--- src/rtl/mcart_pkg.sv ---
package mcart_pkg;
   typedef enum logic [1:0] {
      WIN_NONE   = 2'd0,
      WIN_OUTER  = 2'd1,
      WIN_DEFEAT = 2'd2,
      WIN_INNER  = 2'd3
   } win_e;
endpackage

--- src/rtl/mcart_win_decode.sv ---
module mcart_win_decode
   import mcart_pkg::*;
#(
   parameter int unsigned ADDR_W = 16,
   parameter logic [ADDR_W-1:0] OUT_LO = 16'hFF80,
   parameter logic [ADDR_W-1:0] OUT_HI = 16'hFF9F,
   parameter logic [ADDR_W-1:0] DEF_LO = 16'hFFC0,
   parameter logic [ADDR_W-1:0] DEF_HI = 16'hFFDF,
   parameter logic [ADDR_W-1:0] INN_LO = 16'hFFE8,
   parameter logic [ADDR_W-1:0] INN_HI = 16'hFFF7
) (
   input  logic [ADDR_W-1:0] addr_i,
   input  logic              rd_i,
   output win_e              win_o
);
   initial begin
      assert (OUT_LO <= OUT_HI && DEF_LO <= DEF_HI && INN_LO <= INN_HI)
         else $error("window bounds reversed");
   end

   logic qual;
   assign qual = rd_i & addr_i[ADDR_W-1];

   always_comb begin
      win_o = WIN_NONE;
      if (qual) begin
         if (addr_i >= OUT_LO && addr_i <= OUT_HI)      win_o = WIN_OUTER;
         else if (addr_i >= DEF_LO && addr_i <= DEF_HI) win_o = WIN_DEFEAT;
         else if (addr_i >= INN_LO && addr_i <= INN_HI) win_o = WIN_INNER;
      end
   end
endmodule

--- src/rtl/mcart_outer_reg.sv ---
module mcart_outer_reg #(
   parameter int unsigned DATA_W = 8,
   parameter int unsigned BLK_W  = 4,
   parameter int unsigned DEF_W  = 2,
   localparam int unsigned LOCK_W = BLK_W + 2
) (
   input  logic              clk,
   input  logic              rst_n,
   input  logic              ld_outer_i,
   input  logic              ld_defeat_i,
   input  logic [DATA_W-1:0] data_i,
   output logic [DATA_W-1:0] outer_o,
   output logic [DEF_W-1:0]  defeat_o,
   output logic              locked_o
);
   initial begin
      assert (DATA_W == BLK_W + 4) else $error("outer layout needs BLK_W+4 bits");
      assert (DEF_W <= DATA_W) else $error("defeat field too wide");
   end

   logic [DATA_W-1:0] outer_q;
   logic [DEF_W-1:0]  defeat_q;

   assign locked_o = |outer_q[LOCK_W-1:0];

   always_ff @(posedge clk) begin
      if (!rst_n) begin
         outer_q  <= '0;
         defeat_q <= '0;
      end else if (!locked_o) begin
         if (ld_outer_i)  outer_q  <= data_i;
         if (ld_defeat_i) defeat_q <= data_i[DEF_W-1:0];
      end
   end

   assign outer_o  = outer_q;
   assign defeat_o = defeat_q;

   p_outer_hold_r5: assert property (@(posedge clk) disable iff (!rst_n)
      locked_o |=> $stable(outer_q));
   p_defeat_hold_r5: assert property (@(posedge clk) disable iff (!rst_n)
      locked_o |=> $stable(defeat_q));
   p_outer_load_r2: assert property (@(posedge clk) disable iff (!rst_n)
      (ld_outer_i && !locked_o) |=> outer_q == $past(data_i));
endmodule

--- src/rtl/mcart_inner_reg.sv ---
module mcart_inner_reg #(
   parameter int unsigned CHR_W = 3
) (
   input  logic             clk,
   input  logic             rst_n,
   input  logic             ld_i,
   input  logic [CHR_W-1:0] chr_i,
   input  logic             prg_i,
   output logic [CHR_W-1:0] chr_o,
   output logic             prg_o
);
   initial begin
      assert (CHR_W >= 2) else $error("CHR page needs at least 2 bits");
   end

   always_ff @(posedge clk) begin
      if (!rst_n) begin
         chr_o <= '0;
         prg_o <= 1'b0;
      end else if (ld_i) begin
         chr_o <= chr_i;
         prg_o <= prg_i;
      end
   end

   p_inner_load_r6: assert property (@(posedge clk) disable iff (!rst_n)
      ld_i |=> (chr_o == $past(chr_i) && prg_o == $past(prg_i)));
endmodule

--- src/rtl/mcart_bank_compose.sv ---
module mcart_bank_compose #(
   parameter int unsigned DATA_W     = 8,
   parameter int unsigned BLK_W      = 4,
   parameter int unsigned CHR_W      = 3,
   parameter bit          EN_ACT_LOW = 1'b0,
   localparam int unsigned CHR_OUT_W = BLK_W + CHR_W - 1
) (
   input  logic [DATA_W-1:0]    outer_i,
   input  logic [CHR_W-1:0]     inner_chr_i,
   input  logic                 inner_prg_i,
   output logic [BLK_W-1:0]     prg_bank_o,
   output logic [CHR_OUT_W-1:0] chr_bank_o,
   output logic                 lo_en_o,
   output logic                 hi_en_o,
   output logic                 mirror_o
);
   logic [BLK_W-1:0] blk;
   logic             dis_q, sel_q, mode;
   logic             lo_act, hi_act;

   assign blk      = outer_i[BLK_W-1:0];
   assign dis_q    = outer_i[BLK_W];
   assign sel_q    = outer_i[BLK_W+1];
   assign mode     = outer_i[BLK_W+2];
   assign mirror_o = outer_i[BLK_W+3];

   always_comb begin
      if (mode) begin
         prg_bank_o = {blk[BLK_W-1:1], inner_prg_i};
         chr_bank_o = {blk[BLK_W-1:1], inner_chr_i};
      end else begin
         prg_bank_o = blk;
         chr_bank_o = {blk, inner_chr_i[CHR_W-2:0]};
      end
   end

   assign lo_act = ~sel_q;
   assign hi_act = sel_q & ~dis_q;

   generate
      if (EN_ACT_LOW) begin : g_en_low
         assign lo_en_o = ~lo_act;
         assign hi_en_o = ~hi_act;
      end else begin : g_en_high
         assign lo_en_o = lo_act;
         assign hi_en_o = hi_act;
      end
   endgenerate
endmodule

--- src/rtl/mcart_readlatch_ctrl.sv ---
module mcart_readlatch_ctrl
   import mcart_pkg::*;
#(
   parameter int unsigned ADDR_W     = 16,
   parameter int unsigned DATA_W     = 8,
   parameter int unsigned BLK_W      = 4,
   parameter int unsigned CHR_W      = 3,
   parameter int unsigned DEF_W      = 2,
   parameter bit          EN_ACT_LOW = 1'b0,
   localparam int unsigned CHR_OUT_W = BLK_W + CHR_W - 1,
   localparam int unsigned CHR_LSB   = 4
) (
   input  logic                 clk,
   input  logic                 rst_n,
   input  logic [ADDR_W-1:0]    cpu_addr,
   input  logic [DATA_W-1:0]    cpu_data,
   input  logic                 cpu_rd,
   output logic [BLK_W-1:0]     prg_bank,
   output logic [CHR_OUT_W-1:0] chr_bank,
   output logic                 rom_pair_lo_en,
   output logic                 rom_pair_hi_en,
   output logic                 mirror_horiz,
   output logic [DEF_W-1:0]     defeat_drive
);
   initial begin
      assert (CHR_LSB + CHR_W <= DATA_W) else $error("inner CHR field exceeds data width");
      assert (ADDR_W == 16) else $error("window bounds assume 16-bit addresses");
   end

   win_e              win;
   logic [DATA_W-1:0] outer;
   logic [CHR_W-1:0]  in_chr;
   logic              in_prg;
   logic              locked;

   mcart_win_decode #(.ADDR_W(ADDR_W)) u_dec (
      .addr_i(cpu_addr), .rd_i(cpu_rd), .win_o(win));

   mcart_outer_reg #(.DATA_W(DATA_W), .BLK_W(BLK_W), .DEF_W(DEF_W)) u_outer (
      .clk(clk), .rst_n(rst_n),
      .ld_outer_i(win == WIN_OUTER), .ld_defeat_i(win == WIN_DEFEAT),
      .data_i(cpu_data), .outer_o(outer), .defeat_o(defeat_drive),
      .locked_o(locked));

   mcart_inner_reg #(.CHR_W(CHR_W)) u_inner (
      .clk(clk), .rst_n(rst_n), .ld_i(win == WIN_INNER),
      .chr_i(cpu_data[CHR_LSB+CHR_W-1:CHR_LSB]), .prg_i(cpu_data[0]),
      .chr_o(in_chr), .prg_o(in_prg));

   mcart_bank_compose #(.DATA_W(DATA_W), .BLK_W(BLK_W), .CHR_W(CHR_W),
                        .EN_ACT_LOW(EN_ACT_LOW)) u_comp (
      .outer_i(outer), .inner_chr_i(in_chr), .inner_prg_i(in_prg),
      .prg_bank_o(prg_bank), .chr_bank_o(chr_bank),
      .lo_en_o(rom_pair_lo_en), .hi_en_o(rom_pair_hi_en),
      .mirror_o(mirror_horiz));

   generate
      if (!EN_ACT_LOW) begin : g_chk
         p_hi_gate_r9: assert property (@(posedge clk) disable iff (!rst_n)
            outer[BLK_W] |-> !rom_pair_hi_en);
         p_pair_excl_r9: assert property (@(posedge clk) disable iff (!rst_n)
            $onehot0({rom_pair_lo_en, rom_pair_hi_en}));
      end
   endgenerate

   p_mode0_prg_r7: assert property (@(posedge clk) disable iff (!rst_n)
      (!outer[BLK_W+2] && !locked) |-> prg_bank == '0);
endmodule

--- config.mk ---
export PLATFORM = sky130hd
export DESIGN_NAME = mcart_readlatch_ctrl
export DESIGN_NICKNAME = d
export VERILOG_FILES = /design/src/rtl/mcart_pkg.sv /design/src/rtl/mcart_win_decode.sv /design/src/rtl/mcart_outer_reg.sv /design/src/rtl/mcart_inner_reg.sv /design/src/rtl/mcart_bank_compose.sv /design/src/rtl/mcart_readlatch_ctrl.sv
export SDC_FILE = /design/constraint.sdc
export NUM_CORES = 1
export LEC_CHECK = 0
export BUFFER_PORTS_ARGS = -buffer_cell sky130_fd_sc_hd__buf_2
export CAP_MARGIN = 20
export CORE_ASPECT_RATIO = 0.9
export CORE_UTILIZATION = 45
export CTS_CLUSTER_SIZE = 14
export DETAILED_ROUTE_END_ITERATION = 16
export GPL_TIMING_DRIVEN = 0
export PLACE_DENSITY_LB_ADDON = 0.1
export SLEW_MARGIN = 25
export SYNTH_ARGS = -nofsm -noshare
export SYNTH_HDL_FRONTEND = slang
export SYNTH_HIERARCHICAL = 1
export SYNTH_SLANG_ARGS = --single-unit
--- constraint.sdc ---
create_clock -name clk -period 1.91 [get_ports clk]
set_input_delay 0.191 -clock clk [delete_from_list [all_inputs] [get_ports clk]]
set_output_delay 0.191 -clock clk [all_outputs]
set_load 0.01 [all_outputs]
==> metrics <==
status=complete, no violations; cell at the root of the clock tree=clkbuf_4; violation count after the first detailed-routing iteration=19; Starting Density=49.4%; layout net count=around 150; detailed placement HPWL=1150 um; cell with the largest stage delay on the worst path=dfxtp_1; standard-cell row count=13; initial antenna violation count=0; clock network latency to the later pin of the worst-skew pair=around 0.28 ns; number of warning messages in the yosys log=6; Fmax achieved=746 MHz; gr ovfl total=0; Setup-failing EPs final=0; final design utilization=66.5%; max-cap violation count=0; Place WS=0.427 ns; slew of the pin with the lowest slew margin=0.250 ns; final hold violation count=0; clock skew=0.00266 ns; number of instances in the synthesized netlist=84; CTS H-tree depth=1; FF-to-FF path depth=3; number of vias per cell after detailed routing=4.63; buffers added on ports=38; WP data arrival=1.15 ns; total nets after synthesis=111; slew margin rel.=about 83%; Worst Hold Margin=0.158 ns; first-pass GRT wire length=2220 um; Inserted Clock Buffers=3; setup TNS=0 ns; clock slew at the register clock pins of the worst setup and hold paths=0.09 ns; fraction of final layout cells with drive strength greater than 1=47.6%; Placer Congestion=just under 0.7; total detailed-routing wirelength=1510 um; post-route antenna net violation count=0; destination of the worst register-to-register timing path=u_outer/outer_o[3]$_SDFFE_PN0P_; TritonRoute pass-1 iters=4; number of buffers on the longest clock path=2; Crit Reg-Reg Startpoint=u_outer/outer_o[3]$_SDFFE_PN0P_; Max rail drop VDD=0.000445 V; horizontal die dimension=44.5 um; Filler cells=131; P per Cell Area=555 nW/um^2; I/O pin count=42; number of global-route vias before repair=about 550; element type at the critical path start=flip-flop; combined area of the multi-input logic cells=about 350 um^2; setup repair after global routing missed its margin=false; antenna cell count=0; height of the die=40.2 um; clock period minus worst slack=between 1 and 1.5 ns; via count=a little under 700; area of the die=1790 um^2; largest driver fanout on the critical path=3; hold-fix buffer count after cts=0; P_leak=0.511 nW; area of all sequential standard cells=between 200 and 300 um^2; critical path start-end classification=reg -> out; critical path endpoint category=output port; synthesis-to-finish area growth=34.8%; DRC=0; routed wire length per instance=10.2 um; commonest cells after routing, fill and taps aside=buf_2, nand2_1, dfxtp_1; total global-route track usage=18.5%; post-cts sizing count=0; Core ar.=1480 um^2; buffers inserted during post-CTS setup optimization=0; maximum single-stage delay on the critical path=0.39 ns; Max Slew Vio Count=0; Critical Path Start=u_outer/outer_o[6]$_SDFFE_PN0P_; PnR worst setup slack=0.570 ns; clock tree from TritonCTS=done; endpoint of the worst setup timing path=chr_bank[2]; flop2flop setup slack=~0.7 ns; synthesized area per cell=8.70 um^2; mapped cell area=approximately 730 um^2; most common cell after layout, fill and taps aside=buf_2; largest net degree at the start of global routing=11; Min-Delay Path Class=in -> reg; required time of the critical path=1.72 ns; post-route fraction of the period consumed by the critical path=70.2%; critical path cell sequence=mux2_2 > buf_2; CTS sink count=14
## power breakdown
part           switching [mW]  total (mW)  internal [mW]  leakage (nW)
clock                  0.0954       0.211          0.116        0.0210
sequential          0.0000589       0.292          0.292         0.113
combinational          0.0203      0.0440         0.0237         0.377
## registers in the layout (all words and copies together) (netlist names)
| name | count |
|---|---|
| u_inner/prg_o | 1 |
| u_outer/outer_o | 8 |
| u_outer/defeat_o | 2 |
| u_inner/chr_o | 3 |
## through the flow
stage          power [mW]  instances  area [um^2]
6_report            0.547        148          985
5_1_grt             0.571        148          985
4_1_cts             0.551        148          985
3_5_place_dp        0.342        144          948
3_3_place_gp        0.341        144          948
2_1_floorplan       0.314         84          731
## area by class of cell
| class | instances | area share, % |
|---|---|---|
| Timing Repair Buffer | 38 | 19.3 |
| Clock buffer | 4 | 3.68 |
| Inverter | 2 | 0.762 |
| Tap cell | 22 | 2.80 |
| Sequential cell | 14 | 28.5 |
| Buffer | 12 | 9.02 |
| Multi-Input combinational cell | 56 | 36.0 |
## critical path, delay by kind of cell, from the launching register on
kind | cells | cell delay [ns]
buf+inv | 1 | 0.14
flops | 1 | 0.39
mux | 1 | 0.34
## routing by layer
metal | global-route usage (%) | vias up | share of wire [%]
met2 | 34.6 | 26 | 47
met5 | 0 | - | 0
li1 | - | 352 | -
met4 | 13.6 | 0 | 1.4
met3 | 4.05 | 2 | 6.3
met1 | 18.5 | 305 | 45
## worst min-delay path by stage
stage           startpoint                         endpoint  slack [ns]  cells after the start
3_3_place_gp   cpu_data[3]  u_outer/outer_o[3]$_SDFFE_PN0P_        0.44                      3
4_1_cts        cpu_data[2]  u_outer/outer_o[2]$_SDFFE_PN0P_        0.15                      3
3_5_place_dp   cpu_data[2]  u_outer/outer_o[2]$_SDFFE_PN0P_        0.45                      3
6_report       cpu_data[7]  u_outer/outer_o[7]$_SDFFE_PN0P_        0.16                      3
5_1_grt        cpu_data[5]  u_outer/outer_o[5]$_SDFFE_PN0P_        0.16                      3
2_1_floorplan        rst_n    u_inner/chr_o[2]$_SDFFE_PN0P_        0.32                      1
Note: power is estimated with default switching activity, not from simulation.
